$ cat src/rtl/i2s_rx_pkg.sv
package i2s_rx_pkg;
  typedef enum logic [1:0] {
    ST_WAIT = 2'd0,
    ST_SYNC = 2'd1,
    ST_READ = 2'd2
  } rx_state_e;
endpackage

$ cat src/rtl/i2s_rx_sync.sv
module i2s_rx_sync #(
  parameter int W      = 3,
  parameter int STAGES = 2
) (
  input  logic         clk,
  input  logic         rst,
  input  logic [W-1:0] d_i,
  output logic [W-1:0] q_o,
  output logic [W-1:0] rise_o,
  output logic [W-1:0] fall_o
);
  logic [W-1:0] chain [STAGES];
  logic [W-1:0] prev_q;

  generate
    for (genvar g = 0; g < STAGES; g++) begin : g_stage
      if (g == 0) begin : g_first
        always_ff @(posedge clk) begin
          if (rst) chain[0] <= '0;
          else     chain[0] <= d_i;
        end
      end else begin : g_next
        always_ff @(posedge clk) begin
          if (rst) chain[g] <= '0;
          else     chain[g] <= chain[g-1];
        end
      end
    end
  endgenerate

  always_ff @(posedge clk) begin
    if (rst) prev_q <= '0;
    else     prev_q <= chain[STAGES-1];
  end

  assign q_o    = chain[STAGES-1];
  assign rise_o = chain[STAGES-1] & ~prev_q;
  assign fall_o = ~chain[STAGES-1] & prev_q;
endmodule

$ cat src/rtl/i2s_rx_ctrl.sv
module i2s_rx_ctrl
  import i2s_rx_pkg::*;
#(
  parameter int MAX_BITS = 32,
  parameter int CNT_W    = $clog2(MAX_BITS + 1)
) (
  input  logic                clk,
  input  logic                rst,
  input  logic                start_i,
  input  logic                stop_i,
  input  logic                sck_rise_i,
  input  logic                ws_lvl_i,
  input  logic                ws_rise_i,
  input  logic                ws_fall_i,
  input  logic                sd_lvl_i,
  input  logic [CNT_W-1:0]    bit_count_i,
  output logic                done_o,
  output logic [MAX_BITS-1:0] word_o,
  output logic                word_right_o,
  output rx_state_e           state_o
);
  rx_state_e           state;
  logic [CNT_W-1:0]    cnt;
  logic [MAX_BITS-1:0] shreg;
  logic                chan;
  logic                pending;
  logic [CNT_W-1:0]    cnt_nxt;
  logic [MAX_BITS-1:0] shreg_nxt;

  assign cnt_nxt   = cnt + CNT_W'(1);
  assign shreg_nxt = {shreg[MAX_BITS-2:0], sd_lvl_i};

  always_ff @(posedge clk) begin
    if (rst || stop_i) begin
      state        <= ST_WAIT;
      cnt          <= '0;
      shreg        <= '0;
      chan         <= 1'b0;
      pending      <= 1'b0;
      done_o       <= 1'b0;
      word_o       <= '0;
      word_right_o <= 1'b0;
    end else begin
      done_o  <= 1'b0;
      pending <= sck_rise_i;
      unique case (state)
        ST_WAIT: if (start_i) state <= ST_SYNC;
        ST_SYNC: begin
          if (ws_fall_i) begin
            state <= ST_READ;
            cnt   <= '0;
            shreg <= '0;
            chan  <= 1'b0;
          end
        end
        ST_READ: begin
          if (ws_rise_i || ws_fall_i) begin
            cnt   <= '0;
            shreg <= '0;
            chan  <= ws_lvl_i;
          end else if (pending && (cnt < bit_count_i)) begin
            shreg <= shreg_nxt;
            cnt   <= cnt_nxt;
            if (cnt_nxt == bit_count_i) begin
              done_o       <= 1'b1;
              word_o       <= shreg_nxt;
              word_right_o <= chan;
            end
          end
        end
        default: state <= ST_WAIT;
      endcase
    end
  end

  assign state_o = state;
endmodule

$ cat src/rtl/i2s_rx_outreg.sv
module i2s_rx_outreg #(
  parameter int IN_W  = 32,
  parameter int OUT_W = 24
) (
  input  logic             clk,
  input  logic             rst,
  input  logic             stop_i,
  input  logic             done_i,
  input  logic [IN_W-1:0]  word_i,
  input  logic             right_i,
  output logic [OUT_W-1:0] data_o,
  output logic             right_o,
  output logic             valid_o,
  input  logic             ready_i,
  output logic             overflow_o
);
  always_ff @(posedge clk) begin
    if (rst || stop_i) begin
      valid_o    <= 1'b0;
      overflow_o <= 1'b0;
      data_o     <= '0;
      right_o    <= 1'b0;
    end else if (done_i) begin
      if (!valid_o || ready_i) begin
        valid_o <= 1'b1;
        data_o  <= word_i[OUT_W-1:0];
        right_o <= right_i;
      end else begin
        overflow_o <= 1'b1;
      end
    end else if (valid_o && ready_i) begin
      valid_o <= 1'b0;
    end
  end
endmodule

$ cat src/rtl/i2s_oversampled_rx.sv
module i2s_oversampled_rx
  import i2s_rx_pkg::*;
#(
  parameter int MAX_BITS    = 32,
  parameter int OUT_W       = 24,
  parameter int SYNC_STAGES = 2,
  parameter int CNT_W       = $clog2(MAX_BITS + 1)
) (
  input  logic             clk,
  input  logic             rst,
  input  logic             start_i,
  input  logic             stop_i,
  input  logic             sck_i,
  input  logic             ws_i,
  input  logic             sd_i,
  input  logic [CNT_W-1:0] bit_count_i,
  output logic [OUT_W-1:0] m_data_o,
  output logic             m_right_o,
  output logic             m_valid_o,
  input  logic             m_ready_i,
  output logic             overflow_o
);
  localparam int LINES = 3;
  localparam int L_SCK = 0;
  localparam int L_WS  = 1;
  localparam int L_SD  = 2;

  logic [LINES-1:0]    lvl, rise, fall;
  logic                done;
  logic [MAX_BITS-1:0] word;
  logic                word_right;
  rx_state_e           ctrl_state;

  i2s_rx_sync #(.W(LINES), .STAGES(SYNC_STAGES)) u_sync (
    .clk(clk), .rst(rst), .d_i({sd_i, ws_i, sck_i}),
    .q_o(lvl), .rise_o(rise), .fall_o(fall)
  );

  i2s_rx_ctrl #(.MAX_BITS(MAX_BITS), .CNT_W(CNT_W)) u_ctrl (
    .clk(clk), .rst(rst), .start_i(start_i), .stop_i(stop_i),
    .sck_rise_i(rise[L_SCK]), .ws_lvl_i(lvl[L_WS]),
    .ws_rise_i(rise[L_WS]), .ws_fall_i(fall[L_WS]), .sd_lvl_i(lvl[L_SD]),
    .bit_count_i(bit_count_i), .done_o(done), .word_o(word),
    .word_right_o(word_right), .state_o(ctrl_state)
  );

  i2s_rx_outreg #(.IN_W(MAX_BITS), .OUT_W(OUT_W)) u_out (
    .clk(clk), .rst(rst), .stop_i(stop_i), .done_i(done), .word_i(word),
    .right_i(word_right), .data_o(m_data_o), .right_o(m_right_o),
    .valid_o(m_valid_o), .ready_i(m_ready_i), .overflow_o(overflow_o)
  );
endmodule

$ cat config.mk
export PLATFORM = sky130hd
export DESIGN_NAME = i2s_oversampled_rx
export DESIGN_NICKNAME = d
export VERILOG_FILES = /design/src/rtl/i2s_rx_pkg.sv /design/src/rtl/i2s_rx_sync.sv /design/src/rtl/i2s_rx_ctrl.sv /design/src/rtl/i2s_rx_outreg.sv /design/src/rtl/i2s_oversampled_rx.sv
export SDC_FILE = /design/constraint.sdc
export NUM_CORES = 1
export LEC_CHECK = 0
export BUFFER_PORTS_ARGS = -buffer_cell sky130_fd_sc_hd__clkbuf_2
export CORE_MARGIN = 4
export CORE_UTILIZATION = 40
export DETAILED_ROUTE_END_ITERATION = 10
export PLACE_DENSITY_LB_ADDON = 0.25
export SYNTH_ARGS = -nofsm -noshare
export SYNTH_HDL_FRONTEND = slang
export SYNTH_HIERARCHICAL = 1
export SYNTH_SLANG_ARGS = --single-unit
$ cat constraint.sdc
create_clock -name clk -period 7 [get_ports clk]
set_input_delay 0.35 -clock clk [delete_from_list [all_inputs] [get_ports clk]]
set_output_delay 0.35 -clock clk [all_outputs]
set_load 0.005 [all_outputs]
== Yosys cells after proc, flatten, opt, wreduce, memory -nomap -nowiden ==
Memory sizes are Yosys's and may differ from the RTL's.
Cells that the tools add are included.
Storage, ports and cells
  bits in registers: 88
  bits in writable memories: 6
  input port bits: 14
  output and inout port bits: 27
  word-level logic and storage cells: 74
  memories kept: 1
Memories
  u_sync.chain: words 2, width 3, rd ports 2, clocked after memory_dff 0, wr ports 2, line i2s_rx_sync.sv:12  | logic [W-1:0] chain [STAGES];
Cells by class
  $add $sub $neg: 1
  order comparisons: 1
  eq/ne operators: 8
  multiplexer cells: 23
  bitwise operators: 10
  reductions and logical operators: 17
Operators with widths (count)
  $mux 23: 3
  $pmux 23 s2: 1
  $mux 6: 3
  $pmux 6 s2: 1
  $mux 1: 9
  $reduce_and 3->1: 3
  $add 6x1->6 const B: 1
  $eq 6x6->1: 1
  $lt 6x6->1: 1
  $mux 3: 2
  $pmux 2 s3: 1
  $reduce_and 2->1: 3
  $and 2x2->2: 2
  $mux 2: 2
  $ne 2x1->1 const B: 2
  $ne 2x2->1 const B: 2
  $not 1->1: 4
  $not 2->2: 2
  $reduce_and 4->1: 1
  $reduce_bool 2->1: 2
  $reduce_or 4->1: 1
  $logic_or 1x1->1: 3
  $ne 3x1->1 const B: 1
  $eq 2x1->1 const B: 1
  6 further kinds: 8

== Longest topological paths before layout ==
Gate-level depths: netlist (run 1).
An unclocked memory read counts as a cell.
  depth in word-level cells: 6
  depth in mapped cells: 10

== Modules after synthesis ==
The synthesis (run 1) kept the hierarchy.
Modules (own cells, without submodules)
  i2s_rx_ctrl: times used 1, cells each 307, area each 2926.6 sq um
  i2s_rx_outreg: times used 1, cells each 122, area each 1087.3 sq um
  i2s_rx_sync: times used 1, cells each 24, area each 274.0 sq um

== Least setup slack after synthesis (run 1) ==
Ideal clock, no wire load.
  path type: reg-to-reg
  from: memory u_sync.chain[1][1]
  to: register u_ctrl.word_o[0]
  setup time: 120 ps
  arrival: 2232 ps
  data required time: 6880 ps
  setup slack: 4649 ps
  cell stages (with the launch flop): 9
  buffers on the path: 3
  cell sequence: dfxtp_1 nor2b_1 or4b_4 or3b_1 buf_2 or3_1 buf_4 buf_6 mux2i_1
RTL lines
  start: declaration: line i2s_rx_sync.sv:12
  end signal: assignment: line i2s_rx_ctrl.sv:66  | word_o <= shreg_nxt;
  end: declaration: line i2s_rx_ctrl.sv:18  | output logic [MAX_BITS-1:0] word_o,

== Final worst setup path (run 1) ==
  from: register u_ctrl.cnt[3]
  to: register u_ctrl.word_o[12]
Between the ends
  longest elaborated chain between the ends: 3
Ends and longest elaborated chain
  start: declaration: line i2s_rx_ctrl.sv:23  | logic [CNT_W-1:0] cnt;
  start signal: assignment: line i2s_rx_ctrl.sv:63  | cnt <= cnt_nxt;
  $add 6x1->6 / $lt 6x6->1 (equally long branches): line i2s_rx_ctrl.sv:30, i2s_rx_ctrl.sv:61
  $eq 6x6->1 / $logic_and 1x1->1 (equally long branches): line i2s_rx_ctrl.sv:64, i2s_rx_ctrl.sv:61
  $reduce_and 4->1 (no line) *
Mark *: on every way between the ends. The rest lies on a longest branch, timed or not.
A chain may end at the register's enable or synchronous reset.

==> results of run 1 <==
[cell usage in the layout, fill, tap and decap left out, drive strengths merged, types with 2 or more instances in the layout]
cell type	count
dfxtp	94
nand2	84
clkbuf	49
mux2i	29
o21ai	29
nand4	25
o22ai	24
nor2b	14
inv	10
ha	7
a21oi	6
xor2	4
nor2	4
nand3	3
a311oi	3
and2	3
bufinv	2
clkinvlp	2
and4	2
xnor2	2
a211oi	2
a31oi	2
nor3	2
a41oi	2
o21a	2
buf	2
clkinv	2
nand2b	2
[where the power goes]
group          total [W]  internal [W]  switching, W
Clock           0.000387      0.000202      0.000185
Sequential      0.000538      0.000536    0.00000107
Combinational  0.0000259    0.00000824     0.0000176
Total           0.000950      0.000747      0.000203
[metrics by stage]
| step | setup slack (ps) | util, % | total power (W) | cells |
|---|---|---|---|---|
| 2_1_floorplan | 4672 | - | 0.0005670 | 400 |
| 6_report | 3720 | 46.36 | 0.0009503 | 530 |
| 4_1_cts | 3719 | 46.36 | 0.0009636 | 530 |
| 5_1_grt | 3547 | 46.36 | 0.0009902 | 530 |
| 3_3_place_gp | 3791 | 43.86 | 0.0005754 | 514 |
| 3_5_place_dp | 3730 | 43.86 | 0.0005763 | 514 |
[flip-flops by register name, summed over array words and instances (netlist names)]
signal               cells
u_ctrl/chan              1
u_sync/prev_q            2
u_ctrl/cnt               6
u_out/overflow_o         1
u_sync/chain             6
u_ctrl/pending           1
u_ctrl/done_o            1
u_ctrl/state_o           2
u_out/right_o            1
u_out/data_o            24
u_ctrl/word_right_o      1
u_ctrl/word_o           24
u_out/valid_o            1
u_ctrl/shreg            23
[worst paths after layout]
path	endpoint	slack (ps)
max reg2reg	u_ctrl/word_o[12]	3720
min reg2reg	u_sync/chain[1][2]	440
min	u_sync/chain[0][2]	200
max	u_ctrl/word_o[12]	3720
[cell type report]
type | count | area, um^2 | share of cell area [%]
well taps | 108 | 135.1 | 3.279
clock inverters | 7 | 97.59 | 2.368
multi-input cells | 261 | 1634 | 39.65
flip-flops and latches | 94 | 1882 | 45.66
inverters | 9 | 33.78 | 0.8197
repair buffers | 42 | 215.2 | 5.222
clock buffers | 9 | 123.9 | 3.005
[per-layer routing]
layer  GRT usage [%]  vias to the layer above  part of all wire (%)
met2           22.65                       46                    49
met5               0                        -                     0
met3           4.007                        5                   3.9
li1                -                     1432                     -
met1           16.19                     1294                    47
met4           3.936                        0                  0.81
==> results.txt, run 1 <==
The count of TritonRoute iterations in the first routing pass came out at 4. The delay contributed by the slowest stage of the critical path is 810 ps. After floorplanning, the core was divided into 34 placement rows. The area enclosed by the die boundary is around 0.011 mm^2.

Yosys printed 6 warnings. The total power divided by cell area is about 230 mW/mm^2. The type of origin of the critical path is a register. The relative slew slack came out at ~22%. On the final layout, the worst hold slack is 196.2 ps. STA classifies the critical path endpoint as a register. The number of stages on the worst setup path came out at 7. The peak fanout along the critical path came out at 26. The first-pass GRT wire length is roughly 12 mm. The type of the worst min-delay path is in -> reg.

The global-route usage over all layers is a little over an eighth. The post-detailed-route via-to-cell ratio came out at 5.240. The largest individual stage delay along the critical path comes from the cell or3_1. Data arrives at the worst endpoint at between 3000 and 4000 ps. The clock tree synthesis step divided the H-tree into 3 levels. The count of cells resized by post-cts repair came out at 0. After detailed placement, the total cell area comes to 0.003900 mm^2. Broken down by cell family, the worst path's largest delay share belongs to simple AND/OR/NAND/NOR gates.

The number of cell instances on the worst register-to-register path came out at 7. The summed area of non-filler cells in the final layout is 0.004121 mm^2. The longest clock path from root to sink contains 2 buffers. In the final routed layout, each cell accounts on average for around 13 um. Clock tree synthesis selected as its root buffer the cell clkbuf_8. The number of endpoints failing setup at the final stage came out at 0.

The die outline height is roughly 100 um. The placeable core area came out at around 0.0089 mm^2. Detailed routing inserted a total of around 2,800 vias. The overall overflow remaining after global route came out at 0.

The signed area change from the synthesized netlist to the final layout is 10.43%. The number of nets in the final layout is 438. The static power due to leakage came out at between 1.5 and 2 nW. The final layout contains routed wiring with a total length of about 7.0 mm. The quantity of hold-fixing buffers added after cts came out at 0.

The startpoint of the worst register-to-register path is u_ctrl/cnt[3]. The setup path with the least slack is of type reg -> reg. For the finished layout, the period the worst path requires is 3280 ps.

The placed wire-length estimate came out at 4.739 mm. The number of buffers and inverters on the critical path is 1. The count of final max-slew check failures is 0. The clock skew after layout came out at approximately 7.5 ps.

The die is ~100 um wide. The hold violation total from the final report came out at 0. The number of global-route vias before repair came out at approximately 2,700. The mean post-synth cell area came out at 9.331 um^2. After detailed routing, the number of remaining DRC violations is 0.

The congestion estimate from routability-driven global placement came to 0.7953. The upper clock frequency limit is about 300 MHz. For the pin with the worst max-slew slack, the measured transition is ~1200 ps. Synthesis produced a netlist with a net count of 421. The critical path starts at u_ctrl/cnt[3]. The total clock sinks is 94.

The total negative slack came out at 0 ps. The maximum vdd drop came out at roughly 0.092 mV. The clock latency on the worst-skew pair is around 360 ps.

The CTS buffer count came out at 9. Setup repair after global routing left no endpoint under its margin. TritonCTS built the clock tree.

After filler insertion, the fill cell instance count of the layout stands at 871. The mapped netlist covers around 0.0037 mm^2. The run finished with clean final reports.

The required time reported for the critical path endpoint is ~7200 ps. The post-route clock period utilization came out at around 47%. The number of antenna violations at the first check in global routing was 0. The violation count after the first detailed-route iteration is ~160. The antenna cell count came out at 0. The instance count of the mapped netlist is 400. The number of nets with antenna violations after routing is 0.

The signal on the critical path passes through ha_1 -> and4_1 -> o21ai_0 -> or3b_1 -> or3_1 -> buf_4 -> mux2i_1. The startpoint identified for the worst hold timing path is sd_i. The effective utilization at floorplan came out at between 40% and 50%. The max capacitance violation total is 0. The clock-pin transition on the worst setup and hold timing paths is 90 ps. The maximum number of pins on one net before global-route repair is 56. The number of ports placed on the die boundary came out at 41. The number of I/O port buffers came out at 40. The instance count along the most critical hold path came out at 2. The buffers inserted during post-CTS setup optimization came out at 0. The layout cell share with drive strength beyond 1 came out at 17.77%.
(Power assumes the default switching activity.)
==> inputs of run 2 (changes only) <==
==> constraint.sdc (replaced) <==
create_clock -name clk -period 3.1 [get_ports clk]
set_input_delay 0.155 -clock clk [delete_from_list [all_inputs] [get_ports clk]]
set_output_delay 0.155 -clock clk [all_outputs]
set_load 0.005 [all_outputs]
==> results.txt, run 2 (synthesis gave the netlist of run 1 again) <==
The number of nets with antenna violations after routing was 0 (unchanged). The clock latency on the worst-skew pair is 350 ps (about the same). The post-route worst hold slack came out at 89.42 ps (-106.7 ps). The number of standard cells in the layout, taps in and fillers out came out at 536 (+1.1%). The die outline height is 104.6 um (unchanged).

The hold violation total from the final report is 0 (unchanged). The flow ran to the end, and the final reports show no timing, DRC or antenna violations. The total wire length after detailed routing came out at 6.915 mm (-1.2%). The remaining routing DRC violations came to 0 (unchanged). The average wire length per cell after detail routing is 12.90 um (-2.3%). The clock skew after layout came out at 9.561 ps (+2.017 ps).

The number of cells in the design after placement came out at 518 (+0.78%). The largest registers in the layout are u_ctrl/word_o x24, u_out/data_o x24, u_ctrl/shreg x23. The slew at the pin closest to its max-slew limit came out at 626.6 ps (-539.3 ps). The routability-driven placement congestion ratio came out at 0.8123 (+2.1%). The maximum number of buffers from clock root to sink came out at 2 (unchanged). The post-route clock period utilization came out at 79.12% (+32 points). The signed area change from the synthesized netlist to the final layout is 12.64%.

The post-detailed-route via-to-cell ratio was 5.179 (-1.2%). The number of global-route vias before repair is 2,593 (-3.4%). The flop-to-flop setup slack came out at 650 ps (-3070 ps). The count of TritonRoute iterations in the first routing pass was 4 (unchanged).

The antenna cell count came to 0 (unchanged). The number of I/O port buffers is 40 (unchanged). The static power due to leakage is 1.736 nW (+2.7%). The first-pass GRT wire length is 11.99 mm (-1.1%). The total power draw is 0.002234 W (+140%).

In this run the worst hold path is classified as in -> reg. The area enclosed by the die boundary is 0.01094 mm^2 (unchanged). The maximum number of pins on one net before global-route repair came out at 30 (-46%). The global-route usage over all layers came out at 13.17% (-0.095 points). The worst setup path is launched from a register. The worst setup path is of the reg -> reg kind.

The number of nets in the final layout came out at 445 (+1.6%). The sequential standard cell area came out at 0.001882 mm^2 (unchanged). The maximum level of the CTS H-tree was 3 (unchanged). The least setup slack across all paths after layout is 647.4 ps (-3072 ps). The setup slack at placement came out at 661.1 ps (-3069 ps). The via count of the routed design is 2,776 (-0.036%). The effective utilization at floorplan was 41.98% (unchanged).

The die extent in x was 104.6 um (unchanged). The violation count after the first detailed-route iteration is 119 (-27%). The library cell used as clock root buffer is clkbuf_8.

The kind of end point of the critical path is a register. The upper clock frequency limit is 407.7 MHz (+34%). Leaving out fill and tap cells, the most frequent cell in the layout is dfxtp_1.

The count of final max-slew check failures is 0 (unchanged). The site row count is 34 (unchanged). The placed wire-length estimate came out at 4.576 mm (-3.4%). The peak fanout along the critical path is 25 (-3.8%). The overall overflow remaining after global route was 0 (unchanged).

The number of ports placed on the die boundary is 41 (unchanged). The buffers inserted during post-CTS setup optimization is 0 (unchanged). The total negative slack came out at 0 ps (unchanged). The maximum vdd drop is 0.2230 mV (+140%). The time the worst path needs with I/O delays and setup came to 2453 ps (-827.8 ps).

The layout cell share with drive strength beyond 1 came out at 18.22% (+0.45 points). The placeable core area came out at 0.008891 mm^2 (unchanged). TritonCTS built the clock tree. The filler cell count in the final layout came out at 881 (+1.1%).

The relative slew slack is 58.22% (+36 points). Setup repair after global routing left no endpoint under its margin. The total clock sinks came out at 94 (unchanged).

The number of endpoints failing setup at the final stage came out at 0 (unchanged). The required time reported for the critical path endpoint was 3320 ps (-3920 ps). The max capacitance violation total came to 0 (unchanged). The combined area of the multi-input logic cells came to 0.001634 mm^2 (unchanged). The library cells used most frequently in the layout, excluding fill and tap cells, are dfxtp_1, nand2_1, clkbuf_2. The clock-pin transition on the worst setup and hold timing paths came out at 80 ps (about the same). The quantity of hold-fixing buffers added after cts came out at 3 (+3).

The total power divided by cell area was 531.5 mW/mm^2 (+130%). The count of cells resized by post-cts repair came out at 0 (unchanged). The number of antenna violations at the first check in global routing is 0 (unchanged).

The data arrival time of the worst path came out at 2670 ps (-850 ps). The CTS buffer count is 9 (unchanged).
[run 2: changes by cell type in the layout (fill, tap and decap cells not counted), sizes merged]
cell	before	now
bufinv	2	3
dlygate4sd3	0	3
clkinv	2	0
buf	2	6
clkinvlp	2	1
clkbuf	49	50
[run 2: where the power goes]
group          internal (W)  switching [W]
Clock              0.000556       0.000402
Sequential          0.00121     0.00000230
Combinational     0.0000227      0.0000397
[run 2: through the flow]
| stage | cell area (um^2) | utilization (%) |
|---|---|---|
| after CTS | 4204 | 47.28 |
| after global routing | 4204 | 47.28 |
| after global placement | 3930 | 44.20 |
| final | 4204 | 47.28 |
| after floorplan | 3732 | - |
| after detailed placement | 3930 | 44.20 |
[run 2: path summary, 6_finish.rpt]
path	from	end	cells past startpoint
hold / removal	start_i	u_ctrl/state_o[0]	3
setup / recovery	u_ctrl/cnt[3]	u_ctrl/word_o[0]	7
hold reg to reg	u_sync/chain[0][0]	u_sync/chain[1][0]	1
setup reg to reg	u_ctrl/cnt[3]	u_ctrl/word_o[0]	7
[run 2: per-layer routing]
layer | vias up | global-route usage [%] | share of wire (%)
met5 | - | 0 | 0
met4 | 0 | 4.780 | 1.8
met3 | 10 | 4.377 | 3.7
met2 | 46 | 20.48 | 46
met1 | 1266 | 17.14 | 49
li1 | 1454 | - | -
[run 2: critical path: stages (launching register included)]
cell     delay (ps)
dfxtp_1         500
ha_1            310
and4_1          190
o21ai_0         120
or3b_1          390
or3_1           370
buf_4           280
mux2i_1         170
[run 2: area by class of cell]
class | count | share of cell area [%]
clock buffer | 10 | 3.274
clock inverter | 5 | 2.530
inverter | 9 | 0.8036
multi-input combinational | 261 | 38.87
sequential | 94 | 44.76
tap | 108 | 3.214
timing repair buffer | 49 | 6.548
==> inputs of run 3 (changes only) <==
--- a/config.mk
+++ b/config.mk
@@ -5,6 +5,7 @@
 export SDC_FILE = /design/constraint.sdc
 export NUM_CORES = 1
 export LEC_CHECK = 0
+export ABC_AREA = 1
 export BUFFER_PORTS_ARGS = -buffer_cell sky130_fd_sc_hd__clkbuf_2
 export CORE_MARGIN = 4
 export CORE_UTILIZATION = 40
==> constraint.sdc (replaced) <==
create_clock -name clk -period 2.6 [get_ports clk]
set_input_delay 0.13 -clock clk [delete_from_list [all_inputs] [get_ports clk]]
set_output_delay 0.13 -clock clk [all_outputs]
set_load 0.005 [all_outputs]
==> results.txt, run 3 <==
The flow ran to the end, and the final reports show no timing, DRC or antenna violations. The relative slew slack came out at 26.56% (-32 points). The global routing stage identified its most utilized layer as met2. The total negative slack is 0 ps (unchanged). The maximum vdd drop is 0.3667 mV (+64%). The number of I/O port buffers is 40 (unchanged). The synthesized netlist net count is 627 (+49%). In the layout the commonest cells are nand2_1, nor2_1, dfxtp_1. The delay contributed by the slowest stage of the critical path is 490 ps (about the same). The clock-pin transition on the worst setup and hold timing paths came to 90 ps (about the same). The synthesis warning total came out at 6 (unchanged). The max capacitance violation total came to 0 (unchanged). The required time reported for the critical path endpoint came to 2850 ps (-470 ps). The antenna cell count is 0 (unchanged).

The signed area change from the synthesized netlist to the final layout is 7.847%. The total clock sinks is 94 (unchanged). The layout cell share with drive strength beyond 1 is 12.24% (-6.0 points). The CTS tree is built. The number of antenna violations at the first check in global routing is 0 (unchanged). Setup repair after global routing left no endpoint under its margin. The cell at the slowest stage of the critical path is dfxtp_1. The type of origin of the critical path is a register. The time the worst path needs with I/O delays and setup is 2157 ps (-295.5 ps). The most used cell along the critical path is nand2_1. The largest registers in the layout are u_ctrl/word_o x24, u_out/data_o x24, u_ctrl/shreg x23. The number of global-route vias before repair is 3,415 (+32%).

The CTS buffer count came out at 9 (unchanged). CTS placed an instance of clkbuf_8 at the clock tree root. The global-route usage over all layers came out at 14.32% (+1.2 points). The number of nets with antenna violations after routing came out at 0 (unchanged). The via count of the routed design is 3,561 (+28%). The die outline height was 111.6 um (+6.6%). The post-detailed-route via-to-cell ratio is 4.655 (-10%). The placeable core area came to 0.01037 mm^2 (+17%). The least setup slack across all paths after layout came out at 442.9 ps (-204.5 ps).

The met3 routing resource usage after global routing came out at 3.043% (-1.3 points). The number of ports placed on the die boundary came to 41 (unchanged). The post-synthesis instance area came out at 0.004289 mm^2 (+15%).

The site row count came out at 37 (+8.8%). The met2 global-route usage came to 25.73% (+5.3 points). The violation count after the first detailed-route iteration came out at 175 (+47%). The mean post-synth cell area came out at 7.078 um^2 (-24%). The total wire length after detailed routing came out at 8.506 mm (+23%). The count of final max-slew check failures came out at 0 (unchanged). The peak fanout along the critical path came to 25 (unchanged). The data arrival time of the worst path came out at 2410 ps (-260 ps). The maximum number of buffers from clock root to sink is 2 (unchanged). STA classifies the critical path endpoint as a register. The average wire length per cell after detail routing was 11.12 um (-14%).

The effective utilization at floorplan is 41.36% (-0.62 points). The first-pass GRT wire length is 15.11 mm (+26%). The overall overflow remaining after global route came out at 0 (unchanged). The remaining routing DRC violations is 0 (unchanged).

The maximum number of pins on one net before global-route repair came to 52 (+73%). Leaving out fill and tap cells, the most frequent cell in the layout is nand2_1. The placed wire-length estimate came to 5.593 mm (+22%).

The static power due to leakage is 2.004 nW (+15%). The post-route clock period utilization is 82.97% (+3.8 points). The met1 usage in global routing was 17.30% (+0.16 points).

The die extent in x is 111.6 um (+6.6%). The total power divided by cell area is 534.1 mW/mm^2 (+0.50%). The number of endpoints failing setup at the final stage was 0 (unchanged). The min-delay analysis places its worst path in the category in -> reg. The routability-driven placement congestion ratio came out at 0.7839 (-3.5%).

The slew at the pin closest to its max-slew limit came out at 1100 ps (+473.8 ps). The setup slack at placement came out at 391.0 ps (-270.2 ps). The maximum level of the CTS H-tree is 3 (unchanged). The count of TritonRoute iterations in the first routing pass came to 4 (unchanged).

The clock skew after layout came to 8.400 ps (-1.161 ps). The instance count of the mapped netlist was 606 (+52%). Walking the worst path, the cells encountered are ha_1 -> nand3_1 -> nand2_1 -> nand2_1 -> nand2_1 -> nand2_1 -> nor2_4 -> nand3_2 -> nor2_1 -> nor2_1. The upper clock frequency limit came out at 463.6 MHz (+14%). The number of nets in the final layout came out at 645 (+45%). The area enclosed by the die boundary came out at 0.01244 mm^2 (+14%).

The hold violation total from the final report is 0 (unchanged). The clock latency on the worst-skew pair is 350 ps (about the same). The setup path with the least slack is of type reg -> reg.
-- run 3: cell count changes in the layout (fill, tap and decap cells not counted), sizes merged, moves of 4 or more --
cell   before  now
a21oi       6   59
inv        10   90
mux2i      29    0
nand2      84  109
nand3       3   96
nand4      25    6
nor2        4   99
nor2b      14    0
o21ai      29    3
o22ai      24    0
xor2        4    0
-- run 3: power by group --
group / switching (W) / internal, W
Clock: 0.000494 / 0.000446
Sequential: 0.00000267 / 0.00144
Combinational: 0.0000557 / 0.0000277
-- run 3: critical path: cells and delay by family, from the launching register on --
| kind | cells | cell delay, ps |
|---|---|---|
| flip-flops | 1 | 490 |
| AND/OR/NAND/NOR | 9 | 1280 |
| adder cells (fa/ha/maj) | 1 | 270 |
-- run 3: what timing repair did --
| item | in CTS | in global routing |
|---|---|---|
| buffers inserted | 0 | 0 |
| hold buffers | 3 | 0 |
| gates resized for setup | 0 | 0 |
| hold endpoints to repair | 3 | 0 |
-- run 3: cell type report --
cell class	count	area, um^2
multi-input combinational	382	1775
tap	136	170.2
sequential	94	1882
timing repair buffer	48	267.8
fill	1097	5744
clock inverter	7	72.57
inverter	89	334.1
clock buffer	9	123.9
-- run 3: path summary, 6_finish.rpt --
check | from | to | slack [ps] | cells past startpoint
setup reg to reg | u_ctrl/cnt[1] | u_ctrl/word_o[23] | 440 | 10
setup / recovery | u_ctrl/cnt[1] | u_ctrl/word_o[23] | 440 | 10
hold reg to reg | u_sync/chain[0][1] | u_sync/chain[1][1] | 400 | 2
hold / removal | m_ready_i | u_out/overflow_o | 50 | 4
-- run 3: stage by stage --
step	std cells	total power [W]	instance area [um^2]	utilization, %	hold WS [ps]
after floorplan	606	0.001541	4289	-	237.0
after CTS	765	0.002508	4626	44.61	36.53
after global placement	746	0.001560	4399	42.42	325.5
after global routing	765	0.002583	4626	44.61	50.54
after detailed placement	746	0.001562	4399	42.42	330.3
final	765	0.002471	4626	44.61	53.54
-- run 3: metal layers --
| layer | part of all wire (%) | wire (um) |
|---|---|---|
| met1 | 46 | 3924 |
| met2 | 48 | 4075 |
| met3 | 5.0 | 425 |
| met4 | 0.95 | 81 |
| met5 | 0 | 0 |
